[config.mk]
export PLATFORM = sky130hd
export DESIGN_NAME = pcint_aggregator
export DESIGN_NICKNAME = d
export VERILOG_FILES = /design/src/rtl/pcint_pkg.sv /design/src/rtl/pcint_datapath.sv /design/src/rtl/pcint_control.sv /design/src/rtl/pcint_aggregator.sv
export SDC_FILE = /design/constraint.sdc
export NUM_CORES = 1
export LEC_CHECK = 0
export BUFFER_PORTS_ARGS = -buffer_cell sky130_fd_sc_hd__buf_2
export CORE_ASPECT_RATIO = 1.75
export CORE_UTILIZATION = 54
export CTS_CLUSTER_DIAMETER = 100
export CTS_CLUSTER_SIZE = 14
export DETAILED_ROUTE_END_ITERATION = 7
export HOLD_SLACK_MARGIN = 0.08
export PLACE_DENSITY = 0.79
export REMOVE_ABC_BUFFERS = 1
export SETUP_SLACK_MARGIN = 0.05
export SYNTH_ARGS = -nofsm -noshare
export SYNTH_HDL_FRONTEND = slang
export SYNTH_SLANG_ARGS = --single-unit
[constraint.sdc]
create_clock -name clk -period 2 [get_ports clk]
set_clock_uncertainty 0.1 [all_clocks]
set_input_delay 0.4 -clock clk [delete_from_list [all_inputs] [get_ports clk]]
set_output_delay 0.4 -clock clk [all_outputs]
set_load 0.02 [all_outputs]
[src/rtl/pcint_pkg.sv]
package pcint_pkg;
  localparam int NUM_GROUPS = 4;
  localparam int PIN_COUNT  = 27;
  localparam int REG_W      = 8;
  localparam int ADDR_W     = 3;

  localparam logic [ADDR_W-1:0] ADDR_ENABLE    = 3'd0;
  localparam logic [ADDR_W-1:0] ADDR_FLAGS     = 3'd1;
  localparam logic [ADDR_W-1:0] ADDR_MASK_BASE = 3'd4;

  // first pin of each group
  function automatic int grpLo(input int g);
    case (g)
      0:       return 0;
      1:       return 8;
      2:       return 16;
      default: return 24;
    endcase
  endfunction

  // number of pins in each group
  function automatic int grpWidth(input int g);
    case (g)
      0:       return 8;
      1:       return 7;
      2:       return 8;
      default: return 3;
    endcase
  endfunction

  // change vector padded so every group can be sliced REG_W wide
  localparam int PAD_W = grpLo(NUM_GROUPS-1) + REG_W;

  typedef struct packed {
    logic [NUM_GROUPS-1:0] maskWr;
    logic [NUM_GROUPS-1:0] flagClr;
    logic [REG_W-1:0]      wrData;
  } pcintStrobe_t;
endpackage

[src/rtl/pcint_datapath.sv]
module pcint_datapath
  import pcint_pkg::*;
(
  input  logic                                 clk,
  input  logic                                 rstN,
  input  logic [PIN_COUNT-1:0]                 pinIn,
  input  pcintStrobe_t                         strobe,
  output logic [NUM_GROUPS-1:0]                flagState,
  output logic [NUM_GROUPS-1:0][REG_W-1:0]     maskState
);
  logic [PIN_COUNT-1:0]  pinPrev;
  logic [PIN_COUNT-1:0]  pinChange;
  logic [PAD_W-1:0]      changePad;
  logic [NUM_GROUPS-1:0] hitVec;

  always_ff @(posedge clk or negedge rstN) begin
    if (!rstN) pinPrev <= '0;
    else       pinPrev <= pinIn;
  end

  assign pinChange = pinIn ^ pinPrev;
  assign changePad = {{(PAD_W-PIN_COUNT){1'b0}}, pinChange};

  for (genvar g = 0; g < NUM_GROUPS; g++) begin : gGroup
    localparam int LO = grpLo(g);
    localparam int W  = grpWidth(g);
    localparam logic [REG_W-1:0] KEEP = REG_W'((1 << W) - 1);

    logic [REG_W-1:0] maskReg;
    logic             flagReg;

    always_ff @(posedge clk or negedge rstN) begin
      if (!rstN)                 maskReg <= '0;
      else if (strobe.maskWr[g]) maskReg <= strobe.wrData & KEEP;
    end

    assign hitVec[g] = |(changePad[LO +: REG_W] & maskReg);

    // a new change outranks any clear arriving on the same edge
    always_ff @(posedge clk or negedge rstN) begin
      if (!rstN) flagReg <= 1'b0;
      else       flagReg <= hitVec[g] | (flagReg & ~strobe.flagClr[g]);
    end

    assign flagState[g] = flagReg;
    assign maskState[g] = maskReg;

    assert_set_wins_R9: assert property (@(posedge clk) disable iff (!rstN)
      hitVec[g] && strobe.flagClr[g] |=> flagReg);
    assert_ack_clears_R8: assert property (@(posedge clk) disable iff (!rstN)
      strobe.flagClr[g] && !hitVec[g] |=> !flagReg);
    assert_no_spurious_R3: assert property (@(posedge clk) disable iff (!rstN)
      !flagReg && !hitVec[g] |=> !flagReg);
  end
endmodule

[src/rtl/pcint_control.sv]
module pcint_control
  import pcint_pkg::*;
(
  input  logic                  clk,
  input  logic                  rstN,
  input  logic                  regWe,
  input  logic [ADDR_W-1:0]     regAddr,
  input  logic [REG_W-1:0]      regWrData,
  input  logic [NUM_GROUPS-1:0] grpAck,
  input  logic                  globalIntEn,
  input  logic [NUM_GROUPS-1:0] flagState,
  output pcintStrobe_t          strobe,
  output logic [NUM_GROUPS-1:0] enableState,
  output logic [NUM_GROUPS-1:0] grpIrq
);
  logic                  enableWr;
  logic                  flagWr;
  logic [NUM_GROUPS-1:0] enableReg;

  assign enableWr = regWe && (regAddr == ADDR_ENABLE);
  assign flagWr   = regWe && (regAddr == ADDR_FLAGS);

  always_ff @(posedge clk or negedge rstN) begin
    if (!rstN)         enableReg <= '0;
    else if (enableWr) enableReg <= regWrData[NUM_GROUPS-1:0];
  end

  always_comb begin
    strobe.wrData  = regWrData;
    strobe.flagClr = grpAck | ({NUM_GROUPS{flagWr}} & regWrData[NUM_GROUPS-1:0]);
    for (int g = 0; g < NUM_GROUPS; g++)
      strobe.maskWr[g] = regWe && (regAddr == ADDR_MASK_BASE + ADDR_W'(g));
  end

  assign enableState = enableReg;
  assign grpIrq      = flagState & enableReg & {NUM_GROUPS{globalIntEn}};

  assert_enable_write_R5: assert property (@(posedge clk) disable iff (!rstN)
    enableWr |=> enableReg == $past(regWrData[NUM_GROUPS-1:0]));
endmodule

[src/rtl/pcint_aggregator.sv]
module pcint_aggregator
  import pcint_pkg::*;
(
  input  logic                  clk,
  input  logic                  rstN,
  input  logic [PIN_COUNT-1:0]  pinIn,
  input  logic                  globalIntEn,
  input  logic [NUM_GROUPS-1:0] grpAck,
  input  logic                  regWe,
  input  logic [ADDR_W-1:0]     regAddr,
  input  logic [REG_W-1:0]      regWrData,
  output logic [REG_W-1:0]      regRdData,
  output logic [NUM_GROUPS-1:0] grpIrq
);
  pcintStrobe_t                     strobe;
  logic [NUM_GROUPS-1:0]            flagState;
  logic [NUM_GROUPS-1:0]            enableState;
  logic [NUM_GROUPS-1:0][REG_W-1:0] maskState;

  pcint_control uCtrl (
    .clk         (clk),
    .rstN        (rstN),
    .regWe       (regWe),
    .regAddr     (regAddr),
    .regWrData   (regWrData),
    .grpAck      (grpAck),
    .globalIntEn (globalIntEn),
    .flagState   (flagState),
    .strobe      (strobe),
    .enableState (enableState),
    .grpIrq      (grpIrq)
  );

  pcint_datapath uData (
    .clk       (clk),
    .rstN      (rstN),
    .pinIn     (pinIn),
    .strobe    (strobe),
    .flagState (flagState),
    .maskState (maskState)
  );

  always_comb begin
    regRdData = '0;
    if (regAddr == ADDR_ENABLE)     regRdData = REG_W'(enableState);
    else if (regAddr == ADDR_FLAGS) regRdData = REG_W'(flagState);
    else
      for (int g = 0; g < NUM_GROUPS; g++)
        if (regAddr == ADDR_MASK_BASE + ADDR_W'(g)) regRdData = maskState[g];
  end
endmodule

==> flow_summary.toml <==
[power]
p_total_mw = 3.420
vdd_drop_max_mv = 1.002
p_leak_nw = 1.635
power_density_nw_per_um2 = 997.9

[routing]
drtAntennaViolNets = 0
post_drt_wl_per_cell_um = 17.06
drt_iter0_drc = 52
drc = 0
via_per_inst = 5.574
num_vias = 1873
totalWireLength_um = 5732
dr.pass1.iters = 4

[finish]
syn_to_final_growth_pct = 26.57
nets = 325
fin_util_pct = 72.17
mostFrequentLayoutCell = "dfrtp_1"
layout_common_cells = "60 x dfrtp_1, 53 x buf_2, 30 x mux2_2"
layout-drive-gt1-share_pct = 45.42
final_cells = 336
n_antenna_cell = 0

[sta]
max_freq_ghz = 0.5125
finalMaxSlewViolations = 0
fin_tns_setup_ns = 0
post-route-period-util_pct = 97.55
hold_viol_final = 0
relSlewSlack_pct = 75.52
setup_viol = 0
rsz0062_at_grt = "yes"
layout_min_cycle_time_ns = 1.951
worst_pin_slew_ns = 0.3657

[run]
max_cap_violations = 0

[logic_synthesis]
synth_ff_type = "dfrtp_1"
synth.distinct_cells = 31
async_reset_ff_share_pct = 100.0
netlist_area_um2 = 2708
yosysWarnings = 0
syn_avg_cell_area_um2 = 13.61
synth_edf_count = 0
yosys_register_bits = 60
ys_seq_area_share_pct = 55.45
synth_cells = 199

[critical_path]
rrSetupSlack_ns = 0.57
path_max_fanout = 2
path_cells = "mux2_4, a22oi_2, o221ai_2, buf_4"
worstSetupPathType = "reg2out"
arrival_ns = 1.45
worst_setup_path_start_kind = "register"
end_kind = "output port"
r2r-end = "uData.gGroup[2].flagReg"
crit_slowest_cell = "dfrtp_1"
r2r_start = "uData.gGroup[2].maskReg[0]"
r2r_cells = 5
crit_path_max_incr_delay_ns = 0.39
required_ns = 1.50

[floorplan]
initial_core_util_pct = 57.02
rows = 33
core_area_um2 = 4748
io_pins = 58
dieWidth_um = 55.53
design.die.area_um2 = 5312
fp.dieH_um = 95.67

[placement]
io_buffers = 56
dp.final_hpwl_um = 4215
place_inst = 312
place.gp.congestion = 0.8772

[clock_network]
cts_buffers = 9
h-tree-depth = 3
cts_tree = "yes"
cts.reportedPaths.clkPinSlew_ns = 0.06
insertion_delay_ns = 0.32
clock-sinks = 60
clock_path_buffers = 2
cts_root_buffer = "clkbuf_8"

[grt]
grt_pass1_vias = 1990
antenna_found_initial = 0
grt_pass1_wl_um = 9411
grt_overflow = 0
grt_start_max_net_pins = 61
globalRouteTotalUtil_pct = 24.24

[worst_hold_path]
hold_start = "pinIn[24]"
hold_depth = 1
hold_class = "in2reg"
worstHoldEndpoint = "uData.pinPrev[24]"

[outcome]
outcome = "finished clean"
==> metrics by stage <==
step,setup WS (ns),cell area (um2),hold slack [ns]
after floorplan,0.3210,2636,0.004409
after global placement,-0.01323,3097,0.3277
after detailed placement,-0.01995,3097,0.3284
after CTS,0.03308,3412,0.08065
after global routing,0.02009,3427,0.08172
final,0.04896,3427,0.09595
==> cells by family after synthesis <==
family	Yosys count	synth area share, %
flip-flops	60	55.45
multiplexers	39	16.03
buffers and inverters	8	2.772
AND/OR/NAND/NOR	39	9.935
XOR/XNOR	26	8.410
AO/OA/AOI/OAI	27	7.394
==> state kept, by name (all words and copies together) (netlist names) <==
| register | flops |
|---|---|
| uData.gGroup.maskReg | 26 |
| uData.pinPrev | 26 |
| uCtrl.enableState | 4 |
| uData.gGroup.flagReg | 4 |
==> layout make-up <==
cell class | instances | area [um2]
clock buffer | 12 | 165.2
clock inverter | 4 | 70.07
inverter | 1 | 3.754
tap | 52 | 65.06
fill | 354 | 1321
multi-input combinational | 131 | 1146
sequential | 60 | 1501
timing repair buffer | 76 | 475.5
==> layer usage <==
| layer | vias up | global-route usage (%) | part of all wire (%) |
|---|---|---|---|
| li1 | 887 | - | - |
| met1 | 920 | 26.50 | 39 |
| met2 | 51 | 42.27 | 53 |
| met3 | 15 | 5.156 | 3.6 |
| met4 | 0 | 15.83 | 3.9 |
| met5 | - | 0 | 0 |
==> worst max-delay path by stage <==
stage / cells past startpoint / to / slack, ns / startpoint
detailed placement: 6 / regRdData[2] / -0.02 / regAddr[1]
global placement: 6 / regRdData[2] / -0.01 / regAddr[1]
global route: 4 / regRdData[0] / 0.02 / uData.gGroup[2].maskReg[0]
CTS: 4 / regRdData[1] / 0.03 / uData.gGroup[1].maskReg[1]
finish: 4 / regRdData[1] / 0.05 / uData.gGroup[1].maskReg[1]
floorplan: 3 / regRdData[2] / 0.32 / regAddr[0]
==> synth_stat cells (2+ instances only) <==
master	count	area, um2
a22o_1	4	35.03
a222oi_1	2	20.02
a21oi_1	5	25.02
o21ai_0	3	15.01
nand4_1	4	25.02
dfrtp_1	60	1501
mux2i_1	7	70.07
nand3b_1	4	30.03
xor2_1	26	227.7
nor2_1	10	37.54
mux2_2	31	349.1
buf_6	6	67.56
nand2_1	7	26.28
a221oi_1	2	17.52
and3_1	5	31.28
a22oi_1	8	60.06
==> worst max-delay path, delay by kind of cell, from the launching register on <==
| kind | cells | cell delay [ns] |
|---|---|---|
| mux | 1 | 0.28 |
| buf+inv | 1 | 0.17 |
| compound gates | 2 | 0.28 |
| flops | 1 | 0.39 |
==> power by group <==
part / switching [mW] / internal (mW) / total, mW
clock network: 0.439 / 0.799 / 1.24
registers: 0.141 / 1.39 / 1.53
logic: 0.297 / 0.352 / 0.649
total: 0.877 / 2.54 / 3.42
==> what timing repair did <==
item                       CTS  global route
hold endpoints to repair    61             0
setup endpoints to repair    4             4
hold buffers                 2             0
resized for setup            8             2
buffers inserted             5             1
pin swaps                    3             1
No activity file was read; power rests on OpenSTA's default activity.
